$ cat src/rtl/i2c_arb_pkg.sv
`timescale 1ns/1ps
package i2c_arb_pkg;

  // What the local side is putting on SDA for the current bit slot
  typedef enum logic [1:0] {
    TXK_BIT    = 2'd0,
    TXK_RSTART = 2'd1,
    TXK_STOP   = 2'd2,
    TXK_NONE   = 2'd3
  } tx_kind_e;

  // Index of each bus line in the synchronizer array
  localparam int LINE_SDA = 0;
  localparam int LINE_SCL = 1;
  localparam int NLINES   = 2;

  // Number of distinct arbitration-loss patterns
  localparam int NLOSS = 4;

endpackage

$ cat src/rtl/i2c_line_sync.sv
`timescale 1ns/1ps
module i2c_line_sync #(
  parameter int STAGES = 2
) (
  input  logic clk,
  input  logic rst_n,
  input  logic line_in,
  output logic level,
  output logic level_q
);

  logic [STAGES-1:0] pipe_q, pipe_d;
  logic              hist_q, hist_d;

  // Next state: shift the raw line in, keep one cycle of history
  always_comb begin
    pipe_d = {pipe_q[STAGES-2:0], line_in};
    hist_d = pipe_q[STAGES-1];
  end

  // Idle bus lines are high, so reset to 1
  always_ff @(posedge clk or negedge rst_n) begin
    if (!rst_n) begin
      pipe_q <= '1;
      hist_q <= 1'b1;
    end else begin
      pipe_q <= pipe_d;
      hist_q <= hist_d;
    end
  end

  assign level   = pipe_q[STAGES-1];
  assign level_q = hist_q;

endmodule

$ cat src/rtl/i2c_arb_detect.sv
`timescale 1ns/1ps
module i2c_arb_detect
  import i2c_arb_pkg::*;
(
  input  logic             sda_lvl,
  input  logic             sda_prev,
  input  logic             scl_lvl,
  input  logic             scl_prev,
  input  tx_kind_e         kind,
  input  logic             tx_bit,
  input  logic             master_mode,
  output logic [NLOSS-1:0] loss_hit,
  output logic             start_cond
);

  logic scl_rise, scl_fall, sda_fall;
  logic send_one, send_rs, send_sp;

  always_comb begin
    scl_rise   = scl_lvl & ~scl_prev;
    scl_fall   = ~scl_lvl & scl_prev;
    sda_fall   = ~sda_lvl & sda_prev;
    // start: SDA drops while SCL was high before and after
    start_cond = sda_fall & scl_lvl & scl_prev;

    send_one = (kind == TXK_BIT) & tx_bit;
    send_rs  = (kind == TXK_RSTART);
    send_sp  = (kind == TXK_STOP);

    // Data 1 or repeated start, but SDA found low at SCL rise
    loss_hit[0] = (send_one | send_rs) & scl_rise & ~sda_lvl;
    // Data 1 cut into by another device's repeated start
    loss_hit[1] = send_one & start_cond;
    // Own repeated start pre-empted: SCL pulled low before SDA went low
    loss_hit[2] = master_mode & send_rs & scl_fall & sda_lvl;
    // Own stop blocked: SDA held low by another device through the SCL high phase
    loss_hit[3] = master_mode & send_sp & scl_fall & ~sda_lvl;
  end

endmodule

$ cat src/rtl/i2c_txact_ctrl.sv
`timescale 1ns/1ps
module i2c_txact_ctrl
  import i2c_arb_pkg::*;
(
  input  logic             clk,
  input  logic             rst_n,
  input  logic             dat_wr,
  input  logic             dat_rd,
  input  logic             send_start,
  input  logic             send_stop,
  input  logic             clr_txact,
  input  logic             clr_arbloss,
  input  logic [NLOSS-1:0] loss_hit,
  input  logic             start_cond,
  output logic             tx_active,
  output logic             arb_lost,
  output logic             start_det
);

  logic txa_q, txa_d;
  logic arb_q, arb_d;
  logic std_q, std_d;
  logic set_req, clr_req, arb_set;

  always_comb begin
    set_req = dat_wr | send_start | send_stop;
    clr_req = dat_rd | clr_txact;
    // a loss pattern only counts while transmitting
    arb_set = txa_q & (|loss_hit);

    arb_d = arb_q;
    if (arb_set)          arb_d = 1'b1;
    else if (clr_arbloss) arb_d = 1'b0;

    txa_d = txa_q;
    if (arb_set || arb_q) txa_d = 1'b0;
    else if (set_req)     txa_d = 1'b1;
    else if (clr_req)     txa_d = 1'b0;

    std_d = start_cond;
  end

  always_ff @(posedge clk or negedge rst_n) begin
    if (!rst_n) begin
      txa_q <= 1'b0;
      arb_q <= 1'b0;
      std_q <= 1'b0;
    end else begin
      txa_q <= txa_d;
      arb_q <= arb_d;
      std_q <= std_d;
    end
  end

  assign tx_active = txa_q;
  assign arb_lost  = arb_q;
  assign start_det = std_q;

  AST_TXA_SET: assert property (@(posedge clk) disable iff (!rst_n)
    (set_req && !arb_lost && !(|loss_hit)) |=> tx_active);
  AST_TXA_CLR: assert property (@(posedge clk) disable iff (!rst_n)
    (clr_req && !set_req) |=> !tx_active);
  AST_ARB_NEEDS_TXA: assert property (@(posedge clk) disable iff (!rst_n)
    $rose(arb_lost) |-> $past(tx_active));
  AST_ARB_EXCLUDES_TXA: assert property (@(posedge clk) disable iff (!rst_n)
    arb_lost |-> !tx_active);
  AST_ARB_CLR: assert property (@(posedge clk) disable iff (!rst_n)
    (clr_arbloss && !(tx_active && |loss_hit)) |=> !arb_lost);
  AST_ARB_HOLD: assert property (@(posedge clk) disable iff (!rst_n)
    (arb_lost && !clr_arbloss) |=> arb_lost);

endmodule

$ cat src/rtl/i2c_arb_tracker.sv
`timescale 1ns/1ps
module i2c_arb_tracker
  import i2c_arb_pkg::*;
#(
  parameter int SYNC_STAGES = 2,
  parameter int RST_STAGES  = 2
) (
  input  logic       clk,
  input  logic       rst_n,
  input  logic       sda_in,
  input  logic       scl_in,
  input  logic [1:0] tx_kind,
  input  logic       tx_bit,
  input  logic       master_mode,
  input  logic       dat_wr,
  input  logic       dat_rd,
  input  logic       send_start,
  input  logic       send_stop,
  input  logic       clr_txact,
  input  logic       clr_arbloss,
  output logic       sda_pull,
  output logic       tx_active,
  output logic       arb_lost,
  output logic       start_det
);

  // Reset: asserted asynchronously, released through a short pipeline
  logic [RST_STAGES-1:0] rst_pipe_q;
  logic                  rst_s_n;

  always_ff @(posedge clk or negedge rst_n) begin
    if (!rst_n) rst_pipe_q <= '0;
    else        rst_pipe_q <= {rst_pipe_q[RST_STAGES-2:0], 1'b1};
  end
  assign rst_s_n = rst_pipe_q[RST_STAGES-1];

  // Line synchronizers
  logic [NLINES-1:0] raw_lines, lvl, prv;
  assign raw_lines[LINE_SDA] = sda_in;
  assign raw_lines[LINE_SCL] = scl_in;

  for (genvar g = 0; g < NLINES; g++) begin : g_line
    i2c_line_sync #(.STAGES(SYNC_STAGES)) u_sync (
      .clk     (clk),
      .rst_n   (rst_s_n),
      .line_in (raw_lines[g]),
      .level   (lvl[g]),
      .level_q (prv[g])
    );
  end

  tx_kind_e         kind;
  logic [NLOSS-1:0] loss_hit;
  logic             start_cond;
  logic             want_low;

  assign kind = tx_kind_e'(tx_kind);

  i2c_arb_detect u_detect (
    .sda_lvl     (lvl[LINE_SDA]),
    .sda_prev    (prv[LINE_SDA]),
    .scl_lvl     (lvl[LINE_SCL]),
    .scl_prev    (prv[LINE_SCL]),
    .kind        (kind),
    .tx_bit      (tx_bit),
    .master_mode (master_mode),
    .loss_hit    (loss_hit),
    .start_cond  (start_cond)
  );

  i2c_txact_ctrl u_ctrl (
    .clk         (clk),
    .rst_n       (rst_s_n),
    .dat_wr      (dat_wr),
    .dat_rd      (dat_rd),
    .send_start  (send_start),
    .send_stop   (send_stop),
    .clr_txact   (clr_txact),
    .clr_arbloss (clr_arbloss),
    .loss_hit    (loss_hit),
    .start_cond  (start_cond),
    .tx_active   (tx_active),
    .arb_lost    (arb_lost),
    .start_det   (start_det)
  );

  // SDA drive: what the local side wants low in this bit slot
  always_comb begin
    case (kind)
      TXK_BIT:    want_low = ~tx_bit;
      TXK_RSTART: want_low = lvl[LINE_SCL];
      TXK_STOP:   want_low = ~lvl[LINE_SCL];
      default:    want_low = 1'b0;
    endcase
  end

  assign sda_pull = tx_active & want_low;

  AST_START_NEEDS_SCL_HIGH: assert property (@(posedge clk) disable iff (!rst_s_n)
    start_det |-> $past(lvl[LINE_SCL]));
  AST_LOSS_CLEARS_PULL: assert property (@(posedge clk) disable iff (!rst_s_n)
    $rose(arb_lost) |-> !sda_pull);

endmodule

$ cat config.mk
export PLATFORM = sky130hd
export DESIGN_NAME = i2c_arb_tracker
export DESIGN_NICKNAME = d
export VERILOG_FILES = /design/src/rtl/i2c_arb_pkg.sv /design/src/rtl/i2c_line_sync.sv /design/src/rtl/i2c_arb_detect.sv /design/src/rtl/i2c_txact_ctrl.sv /design/src/rtl/i2c_arb_tracker.sv
export SDC_FILE = /design/constraint.sdc
export NUM_CORES = 1
export LEC_CHECK = 0
export BUFFER_PORTS_ARGS = -buffer_cell sky130_fd_sc_hd__buf_2
export CAP_MARGIN = 20
export CELL_PAD_IN_SITES_DETAIL_PLACEMENT = 0
export CELL_PAD_IN_SITES_GLOBAL_PLACEMENT = 1
export CORE_AREA = 4 4 41 43
export CTS_CLUSTER_SIZE = 12
export DETAILED_ROUTE_END_ITERATION = 10
export DIE_AREA = 0 0 45 47
export HOLD_SLACK_MARGIN = 0.1
export PLACE_DENSITY_LB_ADDON = 0.1
export SYNTH_ARGS = -nofsm -noshare
export SYNTH_HDL_FRONTEND = slang
export SYNTH_HIERARCHICAL = 1
export SYNTH_SLANG_ARGS = --single-unit
$ cat constraint.sdc
create_clock -name clk -period 2.9 [get_ports clk]
set_clock_uncertainty 0.2 [all_clocks]
set_input_delay 0.145 -clock clk [delete_from_list [all_inputs] [get_ports clk]]
set_output_delay 0.145 -clock clk [all_outputs]
set_load 0.01 [all_outputs]
# --- Word-level counts from Yosys, hierarchy flattened ---
# Cells that the tools add are included.
word_totals:
  ff_bits: 11
  in_bits: 14
  out_inout_bits: 4
op_classes:
  eq_ne: 2
  muxes: 6
  n_bitwise: 25
  reduce_logical: 5
op_table:
  columns: ["cell", "count"]
  rows:
  - ["1-bit bitwise AND", 17]
  - ["1-bit two-way mux", 5]
  - ["1-bit NOT", 4]
  - ["1-bit bitwise OR", 4]
  - ["4-bit OR reduction", 1]
  - ["1-bit one-hot mux with 3 select lines", 1]
  - ["3-bit nonzero test", 1]
  - ["2-bit by 1-bit equality test with 1-bit output (second input constant)", 1]
  - ["2-bit equality test (second input constant)", 1]
  - ["2-bit logical NOT", 1]
  - ["2-bit nonzero test", 1]
  - ["1-bit logical OR", 1]

# --- Logic depth before layout (Yosys ltp) ---
# Gate-level depths: netlist of run 1.
logic_depth:
  word_depth: 9
  depth_mapped: 4

# --- Modules after synthesis ---
# Netlist of run 1, hierarchy kept.
modules_own_cells:
  columns: ["mod", "instances", "cells_per_inst", "area_per_inst_um2", "seq_area_each_um2"]
  rows:
  - ["i2c_line_sync", 2, 3, 78.8, 78.8]
  - ["i2c_txact_ctrl", 1, 9, 128.9, 75.1]
  - ["i2c_arb_tracker", 1, 8, 86.3, 50.0]
  - ["i2c_arb_detect", 1, 9, 62.6, 0.0]

# --- Worst setup path after synthesis of run 1 ---
# Ideal clock, no wire load.
synth_path:
  path_type: "reg-to-reg"
  startpoint: "register g_line[0].u_sync.pipe_q[1]"
  endpoint: "register u_ctrl.txa_q, in the netlist u_ctrl/tx_active"
  setup_ps: 94
  arrival_ps: 1690
  required_ps: 2606
  path_slack_ps: 917
  path_stages_with_launch: 5
  path_buffers: 0
  synth_period_minus_slack_ps: 1983
  path_cell_list: "dfstp_2 > and4b_2 > and3_1 > or4_4 > a221oi_2"
synth_between:
  elab_chain_len: 9
  word_cells_on_any_way: 13
  classes_between: "1 x mux; 9 x bitwise; 3 x reduce/logical"
synth_rtl:
  columns: ["element", "line_no", "source"]
  rows:
  - ["start: declaration", "i2c_line_sync.sv:12", "logic [STAGES-1:0] pipe_q, pipe_d;"]
  - ["start signal: assignment", "i2c_line_sync.sv:27", "pipe_q <= pipe_d;"]
  - ["1-bit NOT *", "i2c_arb_detect.sv:22", "sda_fall = ~sda_lvl & sda_prev;"]
  - ["1-bit bitwise AND *", "i2c_arb_detect.sv:22", null]
  - ["1-bit bitwise AND * (2 in series)", "i2c_arb_detect.sv:24", "start_cond = sda_fall & scl_lvl & scl_prev;"]
  - ["via start_cond", "i2c_arb_tracker.sv:54", "logic start_cond;"]
  - ["1-bit bitwise AND *", "i2c_arb_detect.sv:33", "loss_hit[1] = send_one & start_cond;"]
  - ["via loss_hit[1]", "i2c_arb_tracker.sv:53", "logic [NLOSS-1:0] loss_hit;"]
  - ["4-bit OR reduction *", "i2c_txact_ctrl.sv:29", "arb_set = txa_q & (|loss_hit);"]
  - ["1-bit bitwise AND *", "i2c_txact_ctrl.sv:29", null]
  - ["1-bit logical OR *", "i2c_txact_ctrl.sv:36", "if (arb_set || arb_q) txa_d = 1'b0;"]
  - ["3-bit nonzero test (no line) or 1-bit two-way mux (tied branches)", null, null]
  - ["end signal: assignment", "i2c_txact_ctrl.sv:49", "txa_q <= txa_d;"]
  - ["end: declaration", "i2c_txact_ctrl.sv:20", "logic txa_q, txa_d;"]
# Mark *: on every way through the listed nets, which the timed path passes. The rest lies on a longest branch.
# A chain may end at the register's enable or synchronous reset.

# --- Worst setup path after layout of run 1 ---
# Same ends and word-level chain as after synthesis.

==> results.py, run 1 <==
metrics = {
    "run_status": {
        "outcome": "finished clean",
    },
    "pwr": {
        "clkPwrFrac_pct": 31.1,
        "p_comb_share_pct": 14.1,
        "p_int_uw": 248,
        "irDropWorstVdd_v": 0.000348,
        "power_switching_uw": 71.7,
        "p_per_area_nw_per_um2": 487,
        "switching_share_pct": 22.4,
        "power_frac_seq_pct": 54.8,
        "leakagePower_uw": 0.000299,
    },
    "timing": {
        "tns_ps": 0,
        "slew_viol_final": 0,
        "fin_crit_sh_pct": 91.3,
        "rsz0062_at_grt": "false",
        "setup_viol": 0,
        "fin_ws_ps": 254,
        "fmax_ghz": 0.378,
        "finalCriticalPeriod_ps": 2650,
        "hold_viol_final": 0,
    },
    "routing": {
        "via_count": 354,
        "wl_per_cell_um": 11.6,
        "drt_pass1_iterations": 2,
        "drt-total-wl_um": 894,
        "first_iter_violations": 1,
        "ant_nets": 0,
        "drc": 0,
        "viasPerCell": 4.60,
    },
    "placed_design": {
        "portBuffers": 17,
        "dp_hpwl_um": 656,
        "pre_cts_ws_ps": 855,
        "place_congestion": 0.670,
        "dp.cells": 64,
        "place_area_sq_um": 539,
    },
    "finish": {
        "register_area_sq_um": 283,
        "fin_cells": 77,
        "multi_input_area_sq_um": 149,
        "nFillCells": 120,
        "diodes": 0,
        "drive_gt1_share_pct": 50.0,
        "final_common_cell": "buf_2",
        "final_util_pct": 50.4,
        "syn_to_final_growth_pct": 50.6,
        "mostFrequentLayoutCells": "buf_2 (17), dlygate4sd3_1 (9), dfstp_2 (6)",
        "final_area_sq_um": 656,
        "final_nets": 77,
    },
    "global_route": {
        "grt_pass1_wl_um": 1450,
        "groute.usage.overall_pct": 9.96,
        "met3_usage_pct": 4.60,
        "use_met2_pct": 17.2,
        "grt_overflow_total": 0,
        "grt_util_met1_pct": 10.0,
        "grt_pass1_vias": 370,
        "antenna_found_initial": 0,
        "grt_max_degree": 8,
        "grt_busiest_layer": "met2",
    },
    "worst_setup_path": {
        "startpoint_type": "flip-flop",
        "path_class": "flip-flop to flip-flop",
        "crit_fanout": 5,
        "crit_path_start": "g_line[0].u_sync/pipe_q[1]$_DFF_PN1_",
        "worst_setup_path_end_kind": "flip-flop",
        "rr_worst_depth": 5,
        "r2r_end": "u_ctrl/tx_active$_DFFE_PN0P_",
        "r2r_start": "g_line[0].u_sync/pipe_q[1]$_DFF_PN1_",
        "r2r_slack_ps": 250,
        "cp_data_arrival_time_ps": 2640,
        "cp.required_ps": 2890,
    },
    "synth": {
        "synthTopCellsByArea": "dfstp_2 (36%), dfrtp_1 (29%), nor4b_1 (4.0%), nor3_1 (3.4%), a221oi_2 (3.4%)",
        "yosysTopAreaCell": "dfstp_2",
        "seq_area_frac_synth_pct": 64.9,
        "synth_area_sq_um": 435,
        "synth_top_cell_area_share_pct": 36.2,
        "syn_avg_cell_area_sq_um": 13.6,
        "ys_types": 18,
        "syn_inst": 32,
        "syn-num-nets": 46,
        "ys_seq_elements": 11,
        "yosysWarnings": 6,
    },
    "floorplanning": {
        "coreArea_sq_um": 1300,
        "io_pins": 18,
        "row_count": 13,
        "initial_utilization_pct": 33.5,
        "dieArea_sq_um": 2120,
        "fp.dieH_um": 47,
        "fp.dieW_um": 45,
    },
    "clock_tree": {
        "cts_max_path_buffers": 2,
        "cts.clk_slew.worst_paths_ps": 70,
        "cts_tree": "built",
        "cts.sinks": 11,
        "cts_max_level": 1,
        "cts_resized": 0,
        "cts_buffers": 3,
        "root_buffer": "clkbuf_4",
        "clk_latency_ps": 260,
    },
    "worst_hold_path": {
        "min_path_type": "flip-flop to async pin",
    },
    "job": {
        "drv_cap": 0,
    },
}
-- power groups by stage --
stage | Sequential, uW | Combinational [uW] | Clock [uW]
finish | 175 | 45.1 | 99.5
detailed placement | 178 | 32.8 | 0
global placement | 178 | 31.9 | 0
CTS | 175 | 44.9 | 106
global route | 177 | 49.3 | 115
floorplan | 178 | 13.8 | 0
-- synth_stat cells, drive strengths merged --
master	n
a221oi	1
a22o	1
and3	1
and4b	1
conb	1
dfrtp	5
dfstp	6
inv	1
nand2	1
nand3b	1
nor2	1
nor2b	2
nor3	3
nor3b	1
nor4b	2
o21a	2
or3b	1
or4	1
-- routing by layer --
metal | vias up | wire (um)
li1 | 176 | -
met1 | 164 | 349
met2 | 14 | 472
met3 | 0 | 72
met4 | 0 | 0
met5 | - | 0
-- metrics by stage --
step	total power (uW)	hold WS, ps
6_report	320	133
5_1_grt	340	156
4_1_cts	326	152
3_5_place_dp	211	-267
3_3_place_gp	210	-271
2_1_floorplan	192	-351
-- cells by family (layout without fill, tap and decap cells) --
logic type	after synthesis	in the layout	share of synthesized area [%]
AND/OR/NAND/NOR	15	15	24.1
AO/OA/AOI/OAI	4	4	9.19
buffers and inverters	1	31	0.861
flip-flops	11	11	64.9
other	1	1	0.861
-- critical path, stage by stage (launching register included) --
cell and delay (ps):
dfstp_2 560, and4b_2 240, and3_1 160, or4_4 550, a221oi_2 290, dlygate4sd3_1 580
-- registers in the layout, indices dropped and copies added, names as in the netlist --
| register | cells |
|---|---|
| g_line.u_sync/level_q | 2 |
| g_line.u_sync/pipe_q | 4 |
| rst_pipe_q | 2 |
| u_ctrl/arb_lost | 1 |
| u_ctrl/start_det | 1 |
| u_ctrl/tx_active | 1 |
-- worst max-delay path by stage --
| stage | end |
|---|---|
| after floorplan | u_ctrl/tx_active$_DFFE_PN0P_ |
| after global routing | u_ctrl/tx_active$_DFFE_PN0P_ |
| final | u_ctrl/tx_active$_DFFE_PN0P_ |
| after detailed placement | u_ctrl/tx_active$_DFFE_PN0P_ |
| after CTS | u_ctrl/tx_active$_DFFE_PN0P_ |
| after global placement | u_ctrl/tx_active$_DFFE_PN0P_ |
-- cell type report --
cell class	count	area share (%)
tap	15	2.86
timing repair buffer	26	26.7
multi-input combinational	20	22.7
clock buffer	4	4.01
inverter	1	0.573
sequential	11	43.1
-- what timing repair did --
item / in CTS / in global routing
setup endpoints to repair: 0 / 0
hold endpoints to repair: 9 / 0
setup buffers: 0 / 0
hold buffers: 9 / 0
Note: power is estimated with default switching activity, not from simulation.
==> run 2: changes to the inputs <==
SYNTH_HIERARCHICAL = default   (was 1)
==> run 2 against run 1 <==
Effect of this change:
- register-to-register slack better by 960 ps
- core utilization is 2.4 points lower
- design area is 4.8% lower
- synthesized cell count is 6.3% lower
- maximum frequency is 53% higher
- combinational power is 12% lower
- hold slack worse by 10 ps
- global-route usage is 1.2 points higher
- die area stayed put
- final cell count is 3.9% lower
- critical endpoint is now u_ctrl.tx_active$_DFFE_PN0P_
- largest cell class unchanged
- largest power group unchanged
==> results.py, run 2 <==
metrics = {
    "run_status": {
        "outcome": "finished clean",
    },
    "clock_tree": {
        "cts.sinks": 11,
        "cts_max_level": 1,
        "cts_max_path_buffers": 2,
        "root_buffer": "clkbuf_4",
        "cts_resized": 0,
        "cts.clk_slew.worst_paths_ps": 60,
        "cts_tree": "built",
        "cts_buffers": 3,
        "clk_latency_ps": 250,
    },
    "routing": {
        "drt_pass1_iterations": 2,
        "wl_met3_um": 62,
        "via_count": 340,
        "m1WireLength_um": 355,
        "wl_met2_um": 514,
        "first_iter_violations": 3,
        "drt-total-wl_um": 932,
        "drc": 0,
        "viasPerCell": 4.59,
        "wl_per_cell_um": 12.6,
        "routed.top_layer": "met3",
        "ant_nets": 0,
    },
    "global_route": {
        "grt_max_degree": 8,
        "groute.usage.overall_pct": 11.1,
        "grt_pass1_vias": 361,
        "grt_overflow_total": 0,
        "grt_pass1_wl_um": 1610,
        "antenna_found_initial": 0,
    },
    "synth": {
        "synth_area_sq_um": 414,
        "ys_types": 19,
        "syn-num-nets": 44,
        "synthTopCellsByArea": "dfstp_2 (38%), dfrtp_1 (30%), nor4_1 (3.0%), nand4bb_1 (2.7%), and4b_1 (2.4%)",
        "synth_top_cell_area_share_pct": 38.1,
        "synth_edf_count": 0,
        "seq_area_frac_synth_pct": 68.3,
        "yosysWarnings": 0,
        "async_flop_share_pct": 100,
        "syn_avg_cell_area_sq_um": 13.8,
        "ys_seq_elements": 11,
        "syn_inst": 30,
        "synthTopCellsByCount": "dfstp_2 (6), dfrtp_1 (5), nor2_1 (2), nor4_1 (2)",
        "post-synth-top-count-cell": "dfstp_2",
        "ys_dominant_reg_cell": "dfstp_2",
        "yosysTopAreaCell": "dfstp_2",
    },
    "finish": {
        "drive_gt1_share_pct": 45.8,
        "largest_register_ffs": 4,
        "final_nets": 74,
        "diodes": 0,
        "syn_to_final_growth_pct": 50.8,
        "nFillCells": 127,
        "final_area_sq_um": 624,
        "multi_input_area_sq_um": 128,
        "largest-register": "g_line.u_sync.pipe_q",
        "final_common_cell": "buf_2",
        "register_area_sq_um": 283,
        "mostFrequentLayoutCells": "buf_2 (17), dlygate4sd3_1 (8), dfstp_2 (6)",
    },
    "floorplanning": {
        "io_pins": 18,
        "dieArea_sq_um": 2120,
        "fp.dieH_um": 47,
        "initial_utilization_pct": 31.8,
        "coreArea_sq_um": 1300,
        "row_count": 13,
        "fp.dieW_um": 45,
    },
    "worst_setup_path": {
        "critPathSlowestCell": "dlygate4sd3_1",
        "path_class": "primary input to flip-flop",
        "cp_top_family": "buffers and inverters",
        "worst_setup_path_end_kind": "flip-flop",
        "cp.required_ps": 2830,
        "crit_fanout": 1,
        "cp_data_arrival_time_ps": 1660,
        "crit_path_max_incr_delay_ps": 580,
        "path_buf_inv": 3,
        "startpoint_type": "primary input",
        "crit_chain": "dlygate4sd3_1, buf_2, nor4_1, dlygate4sd3_1, nor4_1",
    },
    "worst_hold_path": {
        "min_path_type": "primary input to flip-flop",
    },
    "timing": {
        "setup_viol": 0,
        "tns_ps": 0,
        "fmax_ghz": 0.579,
        "finalCriticalPeriod_ps": 1730,
        "slew_viol_final": 0,
        "rsz0062_at_grt": "false",
        "hold_viol_final": 0,
        "fin_crit_sh_pct": 59.6,
    },
    "pwr": {
        "leakagePower_uw": 0.000299,
        "p_per_area_nw_per_um2": 497,
        "irDropWorstVdd_v": 0.000279,
    },
    "placed_design": {
        "portBuffers": 17,
        "place_area_sq_um": 518,
        "place_congestion": 0.643,
    },
    "job": {
        "drv_cap": 0,
    },
}
==> run 2: area by class of cell <==
| class | instances | share of cell area [%] |
|---|---|---|
| sequential | 11 | 45.3 |
| timing repair buffer | 25 | 26.5 |
| multi-input combinational | 18 | 20.4 |
| clock buffer | 4 | 4.21 |
| tap | 15 | 3.01 |
| inverter | 1 | 0.601 |
==> run 2: cell families after synthesis <==
family          count (synthesis)  synth area share, %
flops                          11                 68.3
compound gates                  4                 7.25
mux                             1                 2.42
buf+inv                         1                0.905
other cells                     1                0.905
simple gates                   12                 20.2
==> run 2: stage by stage <==
step | util [%] | instances | hold WS (ps) | setup slack (ps) | total power (uW)
2_1_floorplan | - | 30 | -351 | 1580 | 189
3_3_place_gp | 39.8 | 62 | -270 | 1540 | 207
3_5_place_dp | 39.8 | 62 | -265 | 1490 | 209
4_1_cts | 48.0 | 74 | 122 | 1170 | 317
5_1_grt | 48.0 | 74 | 145 | 1070 | 334
6_report | 48.0 | 74 | 123 | 1170 | 310
==> run 2: tightest hold or removal path: stages <==
cell and delay (ps):
buf_2 80, nand4b_1 100, a21oi_2 150, nor4_1 70
==> run 2: what timing repair did <==
item,CTS,global route
hold endpoints to repair,9,0
setup buffers,0,0
hold buffers,8,0
==> run 2: power by group <==
part	total [uW]	internal, uW	switching [uW]	leakage [uW]
combinational	39.7	23.8	16.0	0.000160
clock	95.9	53.0	43.0	0.0000150
sequential	175	166	8.44	0.000124
==> run 2: final timing paths <==
kind	start	end	slack [ps]	depth (start not counted)
min	master_mode	u_ctrl.tx_active$_DFFE_PN0P_	120	4
max reg2reg	u_ctrl.tx_active$_DFFE_PN0P_	u_ctrl.tx_active$_DFFE_PN0P_	1210	4
min reg2reg	rst_pipe_q[1]$_DFF_PN0_	g_line[0].u_sync.level_q$_DFF_PN1_	140	0
max	send_start	u_ctrl.tx_active$_DFFE_PN0P_	1170	5
max in group asynchronous	rst_pipe_q[1]$_DFF_PN0_	u_ctrl.tx_active$_DFFE_PN0P_	1730	1
min in group asynchronous	rst_pipe_q[1]$_DFF_PN0_	g_line[0].u_sync.level_q$_DFF_PN1_	140	0
==> run 2: routing by layer <==
layer,GRT usage (%),up-vias
li1,-,168
met1,11.9,162
met2,19.2,10
met3,5.75,0
met4,3.51,0
met5,0,-
==> run 3: changes to the inputs <==
CORE_AREA = 4 4 43 45   (was 4 4 41 43)
DIE_AREA = 0 0 47 49   (was 0 0 45 47)
clock period = 1.5 ns   (was 2.9 ns; I/O delays follow)
==> run 3 against run 2 <==
Effect of this change:
- the run now ends with negative setup slack left
- setup slack worse by 1300 ps
- total power grew 100%
- non-clock buffer count grew 5
- highest routed layer is now met4
- first-iteration DRC count unchanged
- design area increased by 10%
- critical path type is now flip-flop to output pin
- clock power grew 110%
- critical path depth down 1
- hold slack gained 8.9 ps
- final cell count up 8.1%
- wire length increased by 6.8%
- sequential share of layout area fell by 4.2 points
==> results.py, run 3 (synthesis gave the netlist of run 2 again) <==
metrics = {
    "finish": {
        "largest-register": "g_line.u_sync.pipe_q",
        "drive_gt1_share_pct": 48.4,
        "syn_to_final_growth_pct": 66.2,
        "final_area_sq_um": 688,
        "mostFrequentLayoutCells": "buf_2 (17), dlygate4sd3_1 (12), dfstp_2 (6)",
        "largest_register_ffs": 4,
        "final_common_cell": "buf_2",
        "nFillCells": 142,
        "fin_cells": 80,
        "final_nets": 79,
        "diodes": 0,
        "final_util_pct": 46.8,
    },
    "floorplanning": {
        "coreArea_sq_um": 1470,
        "io_pins": 18,
        "dieArea_sq_um": 2300,
        "fp.dieH_um": 49,
        "row_count": 14,
        "fp.dieW_um": 47,
        "initial_utilization_pct": 28.1,
    },
    "worst_setup_path": {
        "r2r_end": "u_ctrl.arb_lost$_DFFE_PN0P_",
        "path_class": "flip-flop to output pin",
        "cp_data_arrival_time_ps": 1300,
        "startpoint_type": "flip-flop",
        "r2r_slack_ps": 80,
        "crit_fanout": 2,
        "crit_chain": "mux2i_1, nand2_1, a21oi_2, buf_2",
        "cp.required_ps": 1220,
        "crit_path_max_incr_delay_ps": 540,
        "critPathSlowestCell": "dfstp_2",
        "r2r_start": "g_line[1].u_sync.pipe_q[1]$_DFF_PN1_",
        "worst_setup_path_end_kind": "output pin",
        "rr_worst_depth": 4,
    },
    "pwr": {
        "p_int_uw": 481,
        "leakagePower_uw": 0.000320,
        "power_frac_seq_pct": 53.7,
        "p_comb_share_pct": 14.8,
        "power_switching_uw": 146,
        "irDropWorstVdd_v": 0.000638,
        "clkPwrFrac_pct": 31.5,
        "p_per_area_nw_per_um2": 912,
        "switching_share_pct": 23.3,
        "totalPowerFinal_uw": 628,
    },
    "timing": {
        "fin_crit_sh_pct": 105,
        "fin_ws_ps": -79.1,
        "fin_hold_ws_ps": 132,
        "fmax_ghz": 0.633,
        "finalCriticalPeriod_ps": 1580,
        "hold_viol_final": 0,
        "rsz0062_at_grt": "true",
        "slew_viol_final": 0,
        "setup_viol": 1,
    },
    "routing": {
        "wl_per_cell_um": 12.4,
        "drt-total-wl_um": 995,
        "viasPerCell": 4.69,
        "drt_pass1_iterations": 4,
        "first_iter_violations": 3,
        "via_count": 375,
        "ant_nets": 0,
        "drc": 0,
    },
    "clock_tree": {
        "cts.clk_slew.worst_paths_ps": 70,
        "cts_max_path_buffers": 2,
        "clk_latency_ps": 270,
        "cts_max_level": 1,
        "root_buffer": "clkbuf_4",
        "cts_tree": "built",
        "cts_buffers": 3,
        "cts.sinks": 11,
    },
    "global_route": {
        "grt_max_degree": 8,
        "grt_pass1_vias": 404,
        "groute.usage.overall_pct": 11.6,
        "grt_pass1_wl_um": 1860,
        "grt_overflow_total": 0,
        "antenna_found_initial": 0,
    },
    "run_status": {
        "outcome": "complete, but fails checks",
        "violations": "negative setup slack",
    },
    "worst_hold_path": {
        "min_path_type": "flip-flop to async pin",
    },
    "placed_design": {
        "place_area_sq_um": 519,
        "dp.cells": 63,
        "dp_hpwl_um": 621,
        "portBuffers": 17,
        "place_congestion": 0.671,
    },
    "job": {
        "drv_cap": 0,
    },
}
==> run 3: worst max-delay path: cells and delay by family, from the launching register on <==
family | cells | cell delay [ps]
DFF | 1 | 540
and+or+nand+nor | 1 | 80
AOI/OAI and AO/OA | 1 | 100
buffers and inverters | 1 | 130
muxes | 1 | 180
==> run 3: stage by stage <==
| step | setup TNS [ps] | worst slack (ps) |
|---|---|---|
| 3_3_place_gp | 0 | 144 |
| 2_1_floorplan | 0 | 232 |
| 3_5_place_dp | 0 | 141 |
| 6_report | -79.1 | -79.1 |
| 5_1_grt | -190 | -190 |
| 4_1_cts | -98.1 | -98.1 |
==> run 3: layout make-up <==
cell class,instances,area (sq um),share of cell area [%]
tap,16,20.0,2.91
clock buffer,4,26.3,3.82
sequential,11,283,41.1
multi-input combinational,18,143,20.7
inverter,1,3.75,0.545
timing repair buffer,30,213,30.9
==> run 3: worst max path at each step <==
| stage | start | to | cells after the start |
|---|---|---|---|
| 2_1_floorplan | g_line[1].u_sync.pipe_q[1]$_DFF_PN1_ | u_ctrl.arb_lost$_DFFE_PN0P_ | 3 |
| 3_3_place_gp | g_line[1].u_sync.pipe_q[1]$_DFF_PN1_ | u_ctrl.tx_active$_DFFE_PN0P_ | 3 |
| 3_5_place_dp | g_line[1].u_sync.pipe_q[1]$_DFF_PN1_ | u_ctrl.tx_active$_DFFE_PN0P_ | 3 |
| 4_1_cts | g_line[1].u_sync.pipe_q[1]$_DFF_PN1_ | sda_pull | 4 |
| 5_1_grt | g_line[1].u_sync.pipe_q[1]$_DFF_PN1_ | sda_pull | 4 |
| 6_report | g_line[1].u_sync.pipe_q[1]$_DFF_PN1_ | sda_pull | 4 |
==> run 3: power groups by stage <==
stage | combinational [uW] | clock (uW) | sequential, uW
global placement | 57.5 | 0 | 343
detailed placement | 59.3 | 0 | 344
CTS | 87.9 | 203 | 337
global route | 104 | 228 | 342
finish | 92.8 | 198 | 337
floorplan | 23.1 | 0 | 343
==> run 3: what timing repair did <==
action / 4_1_cts / 5_1_grt
endpoints found under the setup margin: 1 / 3
gates cloned: 0 / 0
buffers inserted: 1 / 0
gates resized for setup: 0 / 3
endpoints found under the hold margin: 9 / 0
hold buffers: 12 / 0
==> run 3: per-layer routing <==
| metal | GRT usage, % | up-vias | wire [um] |
|---|---|---|---|
| li1 | - | 176 | - |
| met3 | 5.90 | 4 | 102 |
| met2 | 17.2 | 18 | 517 |
| met4 | 5.53 | 0 | 19 |
| met5 | 0 | - | 0 |
| met1 | 13.3 | 177 | 356 |
